[src/rtl/isa_dec_pkg.sv]
package isa_dec_pkg;

  typedef struct packed {
    logic rd;
    logic wr;
  } strobe_t;

  // A strobe pair is turned into a request only when exactly one is low.
  function automatic strobe_t qualify(input logic rd_n, input logic wr_n);
    strobe_t s;
    s.rd = ~rd_n & wr_n;
    s.wr = ~wr_n & rd_n;
    return s;
  endfunction

endpackage

[src/rtl/isa_io_window.sv]
module isa_io_window #(
  parameter int IO_AW  = 16,
  parameter int IO_WIN = 4
) (
  input  logic [IO_AW-1:IO_WIN] sa_hi,
  input  logic [IO_AW-1:IO_WIN] base,
  input  logic                  aen,
  input  logic                  ior_n,
  input  logic                  iow_n,
  output isa_dec_pkg::strobe_t  req,
  output logic                  claim
);
  import isa_dec_pkg::*;

  logic    hit;
  strobe_t q;

  always_comb begin
    hit   = ~aen && (sa_hi == base);
    q     = qualify(ior_n, iow_n);
    req   = hit ? q : '0;
    claim = hit && (~ior_n || ~iow_n);
  end

endmodule

[src/rtl/isa_mem_window.sv]
module isa_mem_window #(
  parameter int MEM_AW  = 20,
  parameter int MEM_WIN = 12
) (
  input  logic [MEM_AW-1:MEM_WIN] sa_hi,
  input  logic [MEM_AW-1:MEM_WIN] base,
  input  logic                    enable,
  input  logic                    aen,
  input  logic                    memr_n,
  input  logic                    memw_n,
  input  logic                    io_claim,
  output isa_dec_pkg::strobe_t    req
);
  import isa_dec_pkg::*;

  logic    hit;
  strobe_t q;

  always_comb begin
    hit = enable && ~aen && ~io_claim && (sa_hi == base);
    q   = qualify(memr_n, memw_n);
    req = hit ? q : '0;
  end

endmodule

[src/rtl/isa_access_reg.sv]
module isa_access_reg #(
  parameter int MEM_WIN = 12,
  parameter int IO_WIN  = 4,
  parameter int DW      = 16
) (
  input  logic                 clk,
  input  logic                 rst_n,
  input  isa_dec_pkg::strobe_t io_req,
  input  isa_dec_pkg::strobe_t mem_req,
  input  logic [MEM_WIN-1:0]   sa_lo,
  input  logic                 sbhe_n,
  input  logic [DW-1:0]        sd_in,
  output logic                 io_rd,
  output logic                 io_wr,
  output logic [IO_WIN-2:0]    io_port,
  output logic                 mem_rd,
  output logic                 mem_wr,
  output logic [MEM_WIN-1:0]   mem_off,
  output logic [1:0]           byte_en,
  output logic                 oe,
  output logic [DW-1:0]        wr_data
);

  logic io_any, mem_any, any_wr;

  always_comb begin
    io_any  = io_req.rd | io_req.wr;
    mem_any = mem_req.rd | mem_req.wr;
    any_wr  = io_req.wr | mem_req.wr;
  end

  always_ff @(posedge clk or negedge rst_n) begin
    if (!rst_n) begin
      io_rd   <= 1'b0;
      io_wr   <= 1'b0;
      io_port <= '0;
      mem_rd  <= 1'b0;
      mem_wr  <= 1'b0;
      mem_off <= '0;
      byte_en <= '0;
      oe      <= 1'b0;
      wr_data <= '0;
    end else begin
      io_rd   <= io_req.rd;
      io_wr   <= io_req.wr;
      io_port <= io_any ? sa_lo[IO_WIN-1:1] : '0;
      mem_rd  <= mem_req.rd;
      mem_wr  <= mem_req.wr;
      mem_off <= mem_any ? sa_lo : '0;
      byte_en <= (io_any | mem_any) ? {~sbhe_n, ~sa_lo[0]} : 2'b00;
      oe      <= io_req.rd | mem_req.rd;
      if (any_wr) wr_data <= sd_in;
    end
  end


  io_rd_wr_excl_chk: assert property (@(posedge clk) disable iff (!rst_n)
    !(io_rd && io_wr));

  mem_rd_wr_excl_chk: assert property (@(posedge clk) disable iff (!rst_n)
    !(mem_rd && mem_wr));

  io_mem_excl_chk: assert property (@(posedge clk) disable iff (!rst_n)
    !((io_rd || io_wr) && (mem_rd || mem_wr)));

  oe_match_chk: assert property (@(posedge clk) disable iff (!rst_n)
    oe == (io_rd || mem_rd));

  wr_data_hold_chk: assert property (@(posedge clk) disable iff (!rst_n)
    (!io_wr && !mem_wr) |-> $stable(wr_data));

endmodule

[src/rtl/isa_slave_decoder.sv]
module isa_slave_decoder #(
  parameter int IO_AW   = 16,
  parameter int IO_WIN  = 4,
  parameter int MEM_AW  = 20,
  parameter int MEM_WIN = 12,
  parameter int DW      = 16
) (
  input  logic                    clk,
  input  logic                    rst_n,
  input  logic [MEM_AW-1:0]       sa,
  input  logic                    sbhe_n,
  input  logic                    aen,
  input  logic                    ior_n,
  input  logic                    iow_n,
  input  logic                    memr_n,
  input  logic                    memw_n,
  input  logic [IO_AW-1:IO_WIN]   io_base,
  input  logic                    mem_en,
  input  logic [MEM_AW-1:MEM_WIN] mem_base,
  input  logic [DW-1:0]           sd_in,
  input  logic [DW-1:0]           rd_data,
  output logic [DW-1:0]           sd_out,
  output logic                    sd_oe,
  output logic                    io_rd,
  output logic                    io_wr,
  output logic [IO_WIN-2:0]       io_port,
  output logic                    mem_rd,
  output logic                    mem_wr,
  output logic [MEM_WIN-1:0]      mem_off,
  output logic [1:0]              byte_en,
  output logic [DW-1:0]           wr_data
);
  import isa_dec_pkg::*;

  strobe_t io_req, mem_req;
  logic    io_claim;

  isa_io_window #(.IO_AW(IO_AW), .IO_WIN(IO_WIN)) io_win_i (
    .sa_hi (sa[IO_AW-1:IO_WIN]),
    .base  (io_base),
    .aen   (aen),
    .ior_n (ior_n),
    .iow_n (iow_n),
    .req   (io_req),
    .claim (io_claim)
  );

  isa_mem_window #(.MEM_AW(MEM_AW), .MEM_WIN(MEM_WIN)) mem_win_i (
    .sa_hi    (sa[MEM_AW-1:MEM_WIN]),
    .base     (mem_base),
    .enable   (mem_en),
    .aen      (aen),
    .memr_n   (memr_n),
    .memw_n   (memw_n),
    .io_claim (io_claim),
    .req      (mem_req)
  );

  isa_access_reg #(.MEM_WIN(MEM_WIN), .IO_WIN(IO_WIN), .DW(DW)) acc_i (
    .clk     (clk),
    .rst_n   (rst_n),
    .io_req  (io_req),
    .mem_req (mem_req),
    .sa_lo   (sa[MEM_WIN-1:0]),
    .sbhe_n  (sbhe_n),
    .sd_in   (sd_in),
    .io_rd   (io_rd),
    .io_wr   (io_wr),
    .io_port (io_port),
    .mem_rd  (mem_rd),
    .mem_wr  (mem_wr),
    .mem_off (mem_off),
    .byte_en (byte_en),
    .oe      (sd_oe),
    .wr_data (wr_data)
  );

  always_comb sd_out = sd_oe ? rd_data : '0;


  io_aen_low_chk: assert property (@(posedge clk) disable iff (!rst_n)
    (io_rd || io_wr) |-> $past(!aen));

  io_rd_strobe_chk: assert property (@(posedge clk) disable iff (!rst_n)
    io_rd |-> $past(!ior_n && iow_n));

  mem_needs_en_chk: assert property (@(posedge clk) disable iff (!rst_n)
    (mem_rd || mem_wr) |-> $past(mem_en && !aen));

  bus_release_chk: assert property (@(posedge clk) disable iff (!rst_n)
    !sd_oe |-> (sd_out == '0));

endmodule

[config.mk]
export PLATFORM = sky130hd
export DESIGN_NAME = isa_slave_decoder
export DESIGN_NICKNAME = d
export VERILOG_FILES = /design/src/rtl/isa_dec_pkg.sv /design/src/rtl/isa_io_window.sv /design/src/rtl/isa_mem_window.sv /design/src/rtl/isa_access_reg.sv /design/src/rtl/isa_slave_decoder.sv
export SDC_FILE = /design/constraint.sdc
export NUM_CORES = 1
export LEC_CHECK = 0
export BUFFER_PORTS_ARGS = -buffer_cell sky130_fd_sc_hd__buf_2
export CAP_MARGIN = 20
export CORE_MARGIN = 1
export CORE_UTILIZATION = 44
export CTS_BUF_LIST = sky130_fd_sc_hd__clkbuf_2 sky130_fd_sc_hd__clkbuf_4 sky130_fd_sc_hd__clkbuf_8
export DETAILED_ROUTE_END_ITERATION = 7
export GPL_ROUTABILITY_DRIVEN = 0
export GPL_TIMING_DRIVEN = 0
export PLACE_DENSITY = 0.87
export SLEW_MARGIN = 5
export SYNTH_ARGS = -nofsm -noshare
export SYNTH_HDL_FRONTEND = slang
export SYNTH_SLANG_ARGS = --single-unit
[constraint.sdc]
create_clock -name clk -period 1.6 [get_ports clk]
set_input_delay 0 -clock clk [delete_from_list [all_inputs] [get_ports clk]]
set_output_delay 0 -clock clk [all_outputs]
set_load 0.005 [all_outputs]
Yosys cells after proc, flatten, opt, wreduce, memory -nomap -nowiden
Index checks and enable logic that the tools add are counted.
{ "word_totals": {"ff_bits": 38, "in_bits": 81, "elab_cells": 40} }
{ "op_classes": {"eq_ne": 2, "mux": 6, "bitwise": 17, "n_reduce_logical": 6} }
{ "ops": {"columns": ["operator", "count"], "rows": [
  ["$mux W16", 1],
  ["$eq A12 B12 Y1", 1],
  ["$mux W12", 1],
  ["$eq A8 B8 Y1", 1],
  ["$not A1 Y1", 8],
  ["$mux W2", 3],
  ["$logic_and A1 B1 Y1", 5],
  ["$or A1 B1 Y1", 5],
  ["$and A1 B1 Y1", 4],
  ["$mux W3", 1],
  ["$logic_or A1 B1 Y1", 1]
]} }

Logic depth before layout (Yosys ltp)
Gate-level depths: netlist of run 1.
{ "depth": {"depth_word": 10, "ltp_mapped": 7, "ltp_nobuf": 6} }

Modules after synthesis
From an unflattened synthesis of run 1, not the netlist that was laid out.
{ "unflattened": {"hier_cells": 134, "area_unflattened_um2": 1744.2} }
{ "by_module_without_submodules": {"columns": ["mod", "n_inst", "cells_each", "area_each_um2"], "rows": [
  ["isa_access_reg", 1, 78, 1326.3],
  ["isa_io_window", 1, 23, 173.9],
  ["isa_slave_decoder", 1, 17, 126.4],
  ["isa_mem_window", 1, 16, 117.6]
]} }

Least setup slack after synthesis of run 1
No wires, ideal clock.
{ "synth_timing": {"kind": "input to register", "startpoint": "input io_base[12] (netlist bit)", "endpoint": "register acc_i.wr_data[10]", "setup_time_ns": 0.125, "arrival_ns": 1.467, "required_ns": 1.475, "setup_slack_ns": 0.008, "path_stages": 7, "path_cell_list": "xor2_1 > nor4_2 > nand4_2 > a2bb2oi_2 > nor2_4 > buf_12 > mux2_4"} }
{ "synth_via": {"elab_chain_cells": 8, "elab_cells_between_ends": 9} }
{ "synth_lines": {"columns": ["item", "line", "rtl"], "rows": [
  ["from (decl)", "isa_slave_decoder.sv:17", "input logic [IO_AW-1:IO_WIN] io_base,"],
  ["$eq A12 B12 Y1 (*)", "isa_io_window.sv:19", "hit = ~aen && (sa_hi == base);"],
  ["$logic_and A1 B1 Y1 (*)", "isa_io_window.sv:19", null],
  ["$logic_and A1 B1 Y1", "isa_io_window.sv:22", "claim = hit && (~ior_n || ~iow_n);"],
  ["$not A1 Y1", "isa_mem_window.sv:20", "hit = enable && ~aen && ~io_claim && (sa_hi == base);"],
  ["$logic_and A1 B1 Y1 (2 in series)", "isa_mem_window.sv:20", null],
  ["$mux W2", "isa_mem_window.sv:22", "req = hit ? q : '0;"],
  ["$or A1 B1 Y1 (*)", "isa_access_reg.sv:29", "any_wr = io_req.wr | mem_req.wr;"],
  ["to (signal assigned)", "isa_access_reg.sv:52", "if (any_wr) wr_data <= sd_in;"],
  ["to (decl)", "isa_access_reg.sv:21", "output logic [DW-1:0] wr_data"]
]} }
Every way passes the cells marked *; elsewhere a longest branch is shown, timed or not.
A chain may end at the register's enable or synchronous reset.

Worst setup path in the final report of run 1
{ "layout_timing": {"startpoint": "input sa[4]", "endpoint": "register acc_i.wr_data[9]"} }
{ "layout_via": {"elab_chain_cells": 8, "elab_cells_between_ends": 9} }
{ "layout_lines": {"columns": ["item", "line", "rtl"], "rows": [
  ["from (decl)", "isa_slave_decoder.sv:10", "input logic [MEM_AW-1:0] sa,"],
  ["$eq A12 B12 Y1 (*)", "isa_io_window.sv:19", null],
  ["$logic_and A1 B1 Y1 (*)", "isa_io_window.sv:19", null],
  ["$logic_and A1 B1 Y1", "isa_io_window.sv:22", null],
  ["$not A1 Y1", "isa_mem_window.sv:20", null],
  ["$logic_and A1 B1 Y1 (2 in series)", "isa_mem_window.sv:20", null],
  ["$mux W2", "isa_mem_window.sv:22", null],
  ["$or A1 B1 Y1 (*)", "isa_access_reg.sv:29", null]
]} }
Marked as above.

==> impl_metrics.ini, run 1 <==
[clock_network]
clock_path_buffers = 2
clkTransAtPathRegs_ns = 0.07
clock_sinks = 38
cts_tree = done
clk_latency_ns = 0.28
cts_inserted_buffers = 5
cts.repair.resized = 0
cts_root_buf = clkbuf_8
htreeDepth = 2

[finish]
mostFrequentLayoutCells = buf_2, dfrtp_1, and2_1, dlygate4sd3_1, xor2_1
drive_gt1_frac = 0.536
postLayoutCoreUtil = 0.785
fillerInstances = 238
syn_to_final_growth_pct = 65.3
fin_area_sq_um = 2980
multi_input_area_sq_um = 822
layout_commonest_cell = buf_2
nNetsFinal = 397
seq_area_sq_um = 951
finalNonFillerCells = 365
antenna_cells = 0

[grt]
antenna_found_initial = 0
grt_pass1_vias = 1678
grtUsageTotal = 0.231
grt_pass1_wl_mm = 7.29
grt_max_degree = 39
grt_overflow_total = 0

[worst_setup_path]
cp_slowest_stage_delay_ns = 0.34
worstSetupStartpointType = primary input
rr_startpoint = acc_i.wr_data[9]
end_kind = flop
cp_data_required_time_ns = 1.77
critical_path.slowest_cell = nor4_2
crit_path_max_fanout = 10
path_delay_family = simple AND/OR/NAND/NOR gates
reg2reg_setup_slack_ns = 0.82
critPathBufInv = 3
crit_chain = buf_2 -> xor2_1 -> nor4_2 -> nand4_2 -> buf_4 -> nor2_2 -> nor2_4 -> buf_12 -> mux2_4
arrival_ns = 1.70
crit_type = in2reg
ff2ff_path_depth = 1
r2r_end = acc_i.wr_data[9]

[min_path]
hp-class = in2reg
hold-path-endpoint = acc_i.mem_rd
worstHoldStart = memr_n
whs_path_depth = 4

[power]
p_int_w = 0.00159
p_sw_frac = 0.211
power_switching_w = 0.000426
ir_drop_mv = 0.607
p_per_area_nw_per_um2 = 677
clkPwrFrac = 0.381
total_power_w = 0.00202
combPwrFrac = 0.137
p_leak_nw = 1.71
p_seq_frac = 0.482

[detailed_routing]
wire_per_inst_microns = 13.5
drt_iter0_markers = 29
totalWireLength_mm = 4.94
num_vias = 1657
dr.pass1.iters = 4
via_per_inst = 4.54
ant_nets = 0
drc = 0

[synthesis]
synth_top_cell_area_share = 0.527
netlist_area_sq_um = 1800
yosys_warnings = 0
ys_seq_area_frac = 0.527
postSynthCellCount = 142
avgSynthCellArea_sq_um = 12.7
synth_cell_types = 27
synth_seq_cells = 38
synth_area_leaders = dfrtp_1, and2_1, mux2_4
syn_nets = 223
yosysTopAreaCell = dfrtp_1

[sta]
slew_headroom = 0.472
period_needed_ns = 1.53
skew_ns = 0
hold_viol = 0
setup-tns-final_ns = 0
timing.fmax_ghz = 0.652
maxSlewViolCount = 0
worst_slew_pin_slew_ns = 0.792
setup_viol = 0
rsz0062_at_grt = no
fin_crit_sh = 0.959

[die]
die_w_microns = 66.0
die_h_microns = 66.0
rows = 22
core_area_sq_um = 3800
start_util = 0.475
io_pins = 135
dieArea_sq_um = 4360

[placed_design]
hpwlAfterDp_mm = 3.36
place.port_buffers = 133
dp_cells = 323
dpl_cell_area_sq_um = 2530

[run]
drv_cap = 0

[outcome]
outcome = finished clean
[layout make-up]
class	instances	share of cell area
Buffer	4	0.0105
Tap cell	48	0.0201
Clock inverter	3	0.0134
Clock buffer	5	0.0231
Timing Repair Buffer	167	0.338
Multi-Input combinational cell	100	0.276
Sequential cell	38	0.319
[layer usage]
metal	global-route usage	share of wire	up-vias
li1	-	-	813
met4	0.0878	0.022	0
met2	0.445	0.54	94
met1	0.218	0.35	738
met5	0	0	-
met3	0.0828	0.090	12
[worst max-delay path by stage]
| stage | startpoint | depth (start not counted) | end | slack [ns] |
|---|---|---|---|---|
| after floorplan | io_base[12] | 7 | acc_i.wr_data[10] | 0.008 |
| after global placement | sa[4] | 8 | acc_i.wr_data[14] | -0.29 |
| after detailed placement | sa[4] | 8 | acc_i.wr_data[7] | -0.32 |
| after CTS | sa[4] | 8 | acc_i.wr_data[15] | 0.06 |
| after global routing | sa[14] | 8 | acc_i.mem_off[8] | 0.02 |
| final | sa[4] | 9 | acc_i.wr_data[9] | 0.07 |
[cell families after synthesis]
logic type             synth area share
AND/OR/NAND/NOR                   0.207
multiplexers                      0.121
AO/OA/AOI/OAI                    0.0263
XOR/XNOR                          0.102
buffers and inverters            0.0173
flip-flops                        0.527
[power groups by stage]
stage / clock network, W / logic [W] / registers [W]
after detailed placement: 0 / 0.000215 / 0.000989
after floorplan: 0 / 0.0000729 / 0.000990
after CTS: 0.000796 / 0.000271 / 0.000970
final: 0.000769 / 0.000277 / 0.000971
after global routing: 0.000833 / 0.000301 / 0.000971
after global placement: 0 / 0.000209 / 0.000988
[synth_stat cells, drive strengths merged]
library cell	count
o21ai	1
nor4	2
clkbuf	3
mux2	16
or2	1
dfrtp	38
nor3	2
nand2	2
and4b	1
and2	33
a21oi	2
nor2b	4
and2b	1
buf	1
a21o	1
nand4	2
xnor2	9
xor2	12
nand3	1
a2bb2oi	2
nor2	8
[stage by stage]
step / hold slack, ns / setup WS, ns
after floorplan: -0.296 / 0.00823
after global placement: 0.118 / -0.293
after detailed placement: 0.128 / -0.322
after CTS: 0.00554 / 0.0555
after global routing: 0.0103 / 0.0215
final: 0.00910 / 0.0656
[what timing repair did]
item / 4_1_cts / 5_1_grt
pin swaps: 1 / 1
setup buffers: 1 / 3
endpoints found under the setup margin: 10 / 8
hold buffers: 30 / 0
hold endpoints to repair: 71 / 0
[state kept, by name, indices dropped and copies added (netlist names), 2 cells and up]
register	cells
acc_i.wr_data	16
acc_i.mem_off	12
acc_i.io_port	3
acc_i.byte_en	2
[tightest hold or removal path: cells and delay by family]
family / cells / cell delay, ns
buffers and inverters: 1 / 0.08
AND/OR/NAND/NOR: 3 / 0.17
No activity file was read; power rests on OpenSTA's default activity.
==> run 2: changes to the inputs <==
Settings changed: PLACE_DENSITY 0.87 to not set, PLACE_DENSITY_LB_ADDON set to 0.25.
==> run 2 against run 1 <==
Effect of this change: total power fell by 5.4%; clock skew did not move; setup slack gained 0.046 ns; wire length shrank 11%; clock power decreased by 13%; maximum frequency increased by 3.1%; count of clock-buffer cells in the layout is 1 higher; critical path type unchanged; critical endpoint is now acc_i.wr_data[7]; largest power group unchanged.
==> impl_metrics.ini, run 2 (synthesis results as in run 1) <==
[outcome]
outcome = finished clean

[power]
p_leak_nw = 1.68
ir_drop_mv = 0.433
total_power_w = 0.00191
p_per_area_nw_per_um2 = 651

[clock_network]
clock_path_buffers = 2
cts_tree = done
htreeDepth = 2
cts_inserted_buffers = 5
cts.repair.resized = 0
cts_root_buf = clkbuf_8
clk_latency_ns = 0.28
clkTransAtPathRegs_ns = 0.07
clock_sinks = 38

[detailed_routing]
via_per_inst = 4.51
drc = 0
dr.pass1.iters = 4
totalWireLength_mm = 4.37
drt_iter0_markers = 44
wire_per_inst_microns = 12.1
num_vias = 1631
ant_nets = 0

[die]
rows = 22
dieArea_sq_um = 4360
io_pins = 135
core_area_sq_um = 3800
die_h_microns = 66.0
start_util = 0.475
die_w_microns = 66.0

[sta]
fin_crit_sh = 0.930
timing.fmax_ghz = 0.672
hold_slack_ns = 0.00451
worst_slack_ns = 0.112
rsz0062_at_grt = no
setup_viol = 0
skew_ns = 0
setup-tns-final_ns = 0
maxSlewViolCount = 0
period_needed_ns = 1.49
hold_viol = 0
slew_headroom = 0.462
worst_slew_pin_slew_ns = 0.807

[worst_setup_path]
end_kind = flop
rr_startpoint = acc_i.wr_data[5]
arrival_ns = 1.66
crit_path_max_fanout = 10
crit_type = in2reg
crit_start = sa[4]
cp_data_required_time_ns = 1.77
worstSetupStartpointType = primary input

[grt]
grt_pass1_vias = 1525
antenna_found_initial = 0
grt_overflow_total = 0
grt_max_degree = 39
grt_pass1_wl_mm = 6.66
grtUsageTotal = 0.207

[finish]
top_register = acc_i.wr_data
postLayoutCoreUtil = 0.772
drive_gt1_frac = 0.532
largest_reg_flops = 16
mostFrequentLayoutCells = buf_2, dfrtp_1, and2_1, dlygate4sd3_1, xor2_1
antenna_cells = 0
top_regs = acc_i.wr_data (16), acc_i.mem_off (12), acc_i.io_port (3)
syn_to_final_growth_pct = 62.6
nNetsFinal = 394
layout_commonest_cell = buf_2

[placed_design]
hpwlAfterDp_mm = 3.24
place_ws_ns = -0.353
place.port_buffers = 133

[min_path]
worstHoldStart = memr_n
hp-class = in2reg

[run]
drv_cap = 0
[run 2: timing repair]
item                                   in CTS  in global routing
setup buffers                               1                  0
setup endpoints to repair                  10                  0
hold buffers                               30                  0
endpoints found under the hold margin      71                  0
[run 2: worst max-delay path: stages]
cell	delay (ns)
buf_2	0.11
xor2_1	0.16
nor4_2	0.32
nand4_2	0.17
a2bb2oi_2	0.18
nor2_4	0.22
buf_12	0.19
mux2_4	0.31
[run 2: path summary, 6_finish.rpt]
path / to / slack [ns] / cells past startpoint
max in group asynchronous: acc_i.wr_data[4] / 0.74 / 2
worst max-delay path: acc_i.wr_data[7] / 0.11 / 8
worst max register to register: acc_i.wr_data[5] / 0.82 / 1
worst min register to register: acc_i.wr_data[6] / 0.51 / 1
worst min-delay path: acc_i.mem_rd / 0.005 / 4
min in group asynchronous: acc_i.wr_data[1] / 0.35 / 2
[run 2: power by group]
part	switching, W	total, W	internal [W]
clock network	0.000322	0.000668	0.000346
logic	0.000105	0.000270	0.000165
registers	0.00000344	0.000971	0.000967
[run 2: metal layers]
layer / wire [microns] / global-route usage / vias up
li1: - / - / 809
met1: 1690 / 0.230 / 743
met2: 2340 / 0.379 / 74
met3: 308 / 0.0638 / 5
met4: 43 / 0.0559 / 0
met5: 0 / 0 / -
[run 2: area by class of cell]
class	count	area, sq um
multi-input cells	100	822
plain buffers	4	31.3
repair buffers	164	973
fillers	272	866
flip-flops and latches	38	951
clock inverters	2	12.5
clock buffers	6	82.6
well taps	48	60.1
[run 2: stage by stage]
| stage | instance area [sq um] | std cells |
|---|---|---|
| 2_1_floorplan | 1800 | 142 |
| 3_3_place_gp | 2530 | 323 |
| 3_5_place_dp | 2530 | 323 |
| 4_1_cts | 2930 | 362 |
| 5_1_grt | 2930 | 362 |
| 6_report | 2930 | 362 |
==> run 3: changes to the inputs <==
Settings changed: CORE_ASPECT_RATIO set to 1.5.
==> run 3 against run 2 <==
Effect of this change: global-route usage rose by 0.11 points; count of clock-buffer cells in the layout fell by 1; critical path depth did not move; maximum frequency fell by 3.2%; total power fell by 3.0%; clock skew did not move; critical path type unchanged.
==> impl_metrics.ini, run 3 (synthesis results as in run 1) <==
[die]
dieArea_sq_um = 4370
io_pins = 135
die_h_microns = 80.4
rows = 28
core_area_sq_um = 3920
die_w_microns = 54.3
start_util = 0.460

[finish]
top_regs = acc_i.wr_data (16), acc_i.mem_off (12), acc_i.io_port (3)
fillerInstances = 273
layout_commonest_cell = buf_2
mostFrequentLayoutCells = buf_2, dfrtp_1, and2_1, dlygate4sd3_1, xor2_1
nNetsFinal = 395
drive_gt1_frac = 0.532
largest_reg_flops = 16
finalNonFillerCells = 359
antenna_cells = 0
top_register = acc_i.wr_data
syn_to_final_growth_pct = 62.2

[worst_setup_path]
cp_slowest_stage_delay_ns = 0.34
arrival_ns = 1.71
crit_path_max_fanout = 10
worstSetupStartpointType = primary input
critical_path.slowest_cell = nor4_2
end_kind = flop
crit_type = in2reg
crit_chain = buf_2 -> xor2_1 -> nor4_2 -> nand4_2 -> a2bb2oi_2 -> nor2_4 -> buf_12 -> mux2_4
cp_data_required_time_ns = 1.77

[clock_network]
clkTransAtPathRegs_ns = 0.07
htreeDepth = 2
cts.repair.resized = 0
cts_root_buf = clkbuf_8
clock_path_buffers = 2
cts_tree = done
clk_latency_ns = 0.28
clock_sinks = 38
cts_inserted_buffers = 5

[sta]
slew_headroom = 0.455
timing.fmax_ghz = 0.651
maxSlewViolCount = 0
hold_viol = 0
worst_slack_ns = 0.0630
setup-tns-final_ns = 0
fin_crit_sh = 0.961
skew_ns = 0
setup_viol = 0
rsz0062_at_grt = no
period_needed_ns = 1.54
worst_slew_pin_slew_ns = 0.818

[placed_design]
dp_cells = 320
place_ws_ns = -0.332
place.port_buffers = 133

[detailed_routing]
totalWireLength_mm = 4.41
drt_iter0_markers = 20
drc = 0
ant_nets = 0
dr.pass1.iters = 4
via_per_inst = 4.54
wire_per_inst_microns = 12.3
num_vias = 1631

[power]
total_power_w = 0.00185
ir_drop_mv = 0.671
p_per_area_nw_per_um2 = 632
p_leak_nw = 1.69

[grt]
antenna_found_initial = 0
grt_max_degree = 39
grt_pass1_wl_mm = 6.39
grtUsageTotal = 0.208
grt_overflow_total = 0
grt_pass1_vias = 1605

[run]
drv_cap = 0

[outcome]
outcome = finished clean

[min_path]
hp-class = in2reg
[run 3: cell types whose count changed in the layout (fill, tap and decap cells not counted)]
cell / before / now
buf_4: 1 / 2
clkbuf_1: 3 / 2
clkbuf_8: 6 / 5
clkinv_2: 1 / 2
clkinvlp_4: 1 / 0
dlygate4sd3_1: 30 / 31
[run 3: area by class of cell]
class / count / area, sq um / share of cell area
repair buffers: 166 / 991 / 0.339
flip-flops and latches: 38 / 951 / 0.325
multi-input cells: 100 / 822 / 0.281
clock buffers: 5 / 68.8 / 0.0235
well taps: 45 / 56.3 / 0.0192
plain buffers: 3 / 27.5 / 0.00941
clock inverters: 2 / 10.0 / 0.00342
[run 3: worst paths after layout]
| check | startpoint | endpoint | slack, ns | cells after the start |
|---|---|---|---|---|
| max | sa[4] | acc_i.wr_data[8] | 0.06 | 8 |
| max in group asynchronous | rst_n | acc_i.mem_rd | 0.74 | 2 |
| min reg2reg | acc_i.wr_data[1] | acc_i.wr_data[1] | 0.50 | 1 |
| min in group asynchronous | rst_n | acc_i.wr_data[9] | 0.34 | 2 |
| min | ior_n | acc_i.io_wr | 0.03 | 2 |
| max reg2reg | acc_i.wr_data[9] | acc_i.wr_data[9] | 0.83 | 1 |
[run 3: worst max-delay path, delay by kind of cell]
family                    cells  cell delay (ns)
muxes                         1             0.30
AOI/OAI and AO/OA             1             0.18
xor gates and xnor gates      1             0.17
buffers and inverters         2             0.30
and+or+nand+nor               3             0.75
[run 3: repair_timing]
action,in CTS,in global routing
hold buffers,31,0
endpoints found under the hold margin,72,0
buffers inserted,2,0
pin swaps,1,0
setup endpoints to repair,10,10
gates cloned,0,0
[run 3: stage by stage]
step	area [sq um]	utilization	hold slack (ns)
detailed placement	2530	0.644	0.150
CTS	2930	0.747	0.0261
global placement	2530	0.644	0.131
finish	2930	0.746	0.0301
global route	2930	0.746	0.0226
floorplan	1800	-	-0.296
[run 3: power breakdown]
part	switching (W)	leakage [nW]	internal, W
clock	0.000316	0.0438	0.000292
combinational	0.000106	1.11	0.000166
sequential	0.00000317	0.531	0.000967
total	0.000425	1.69	0.00143
[run 3: layer usage]
| layer | global-route usage | part of all wire |
|---|---|---|
| met1 | 0.178 | 0.35 |
| met2 | 0.399 | 0.57 |
| met3 | 0.0530 | 0.066 |
| met4 | 0.118 | 0.016 |
| met5 | 0 | 0 |
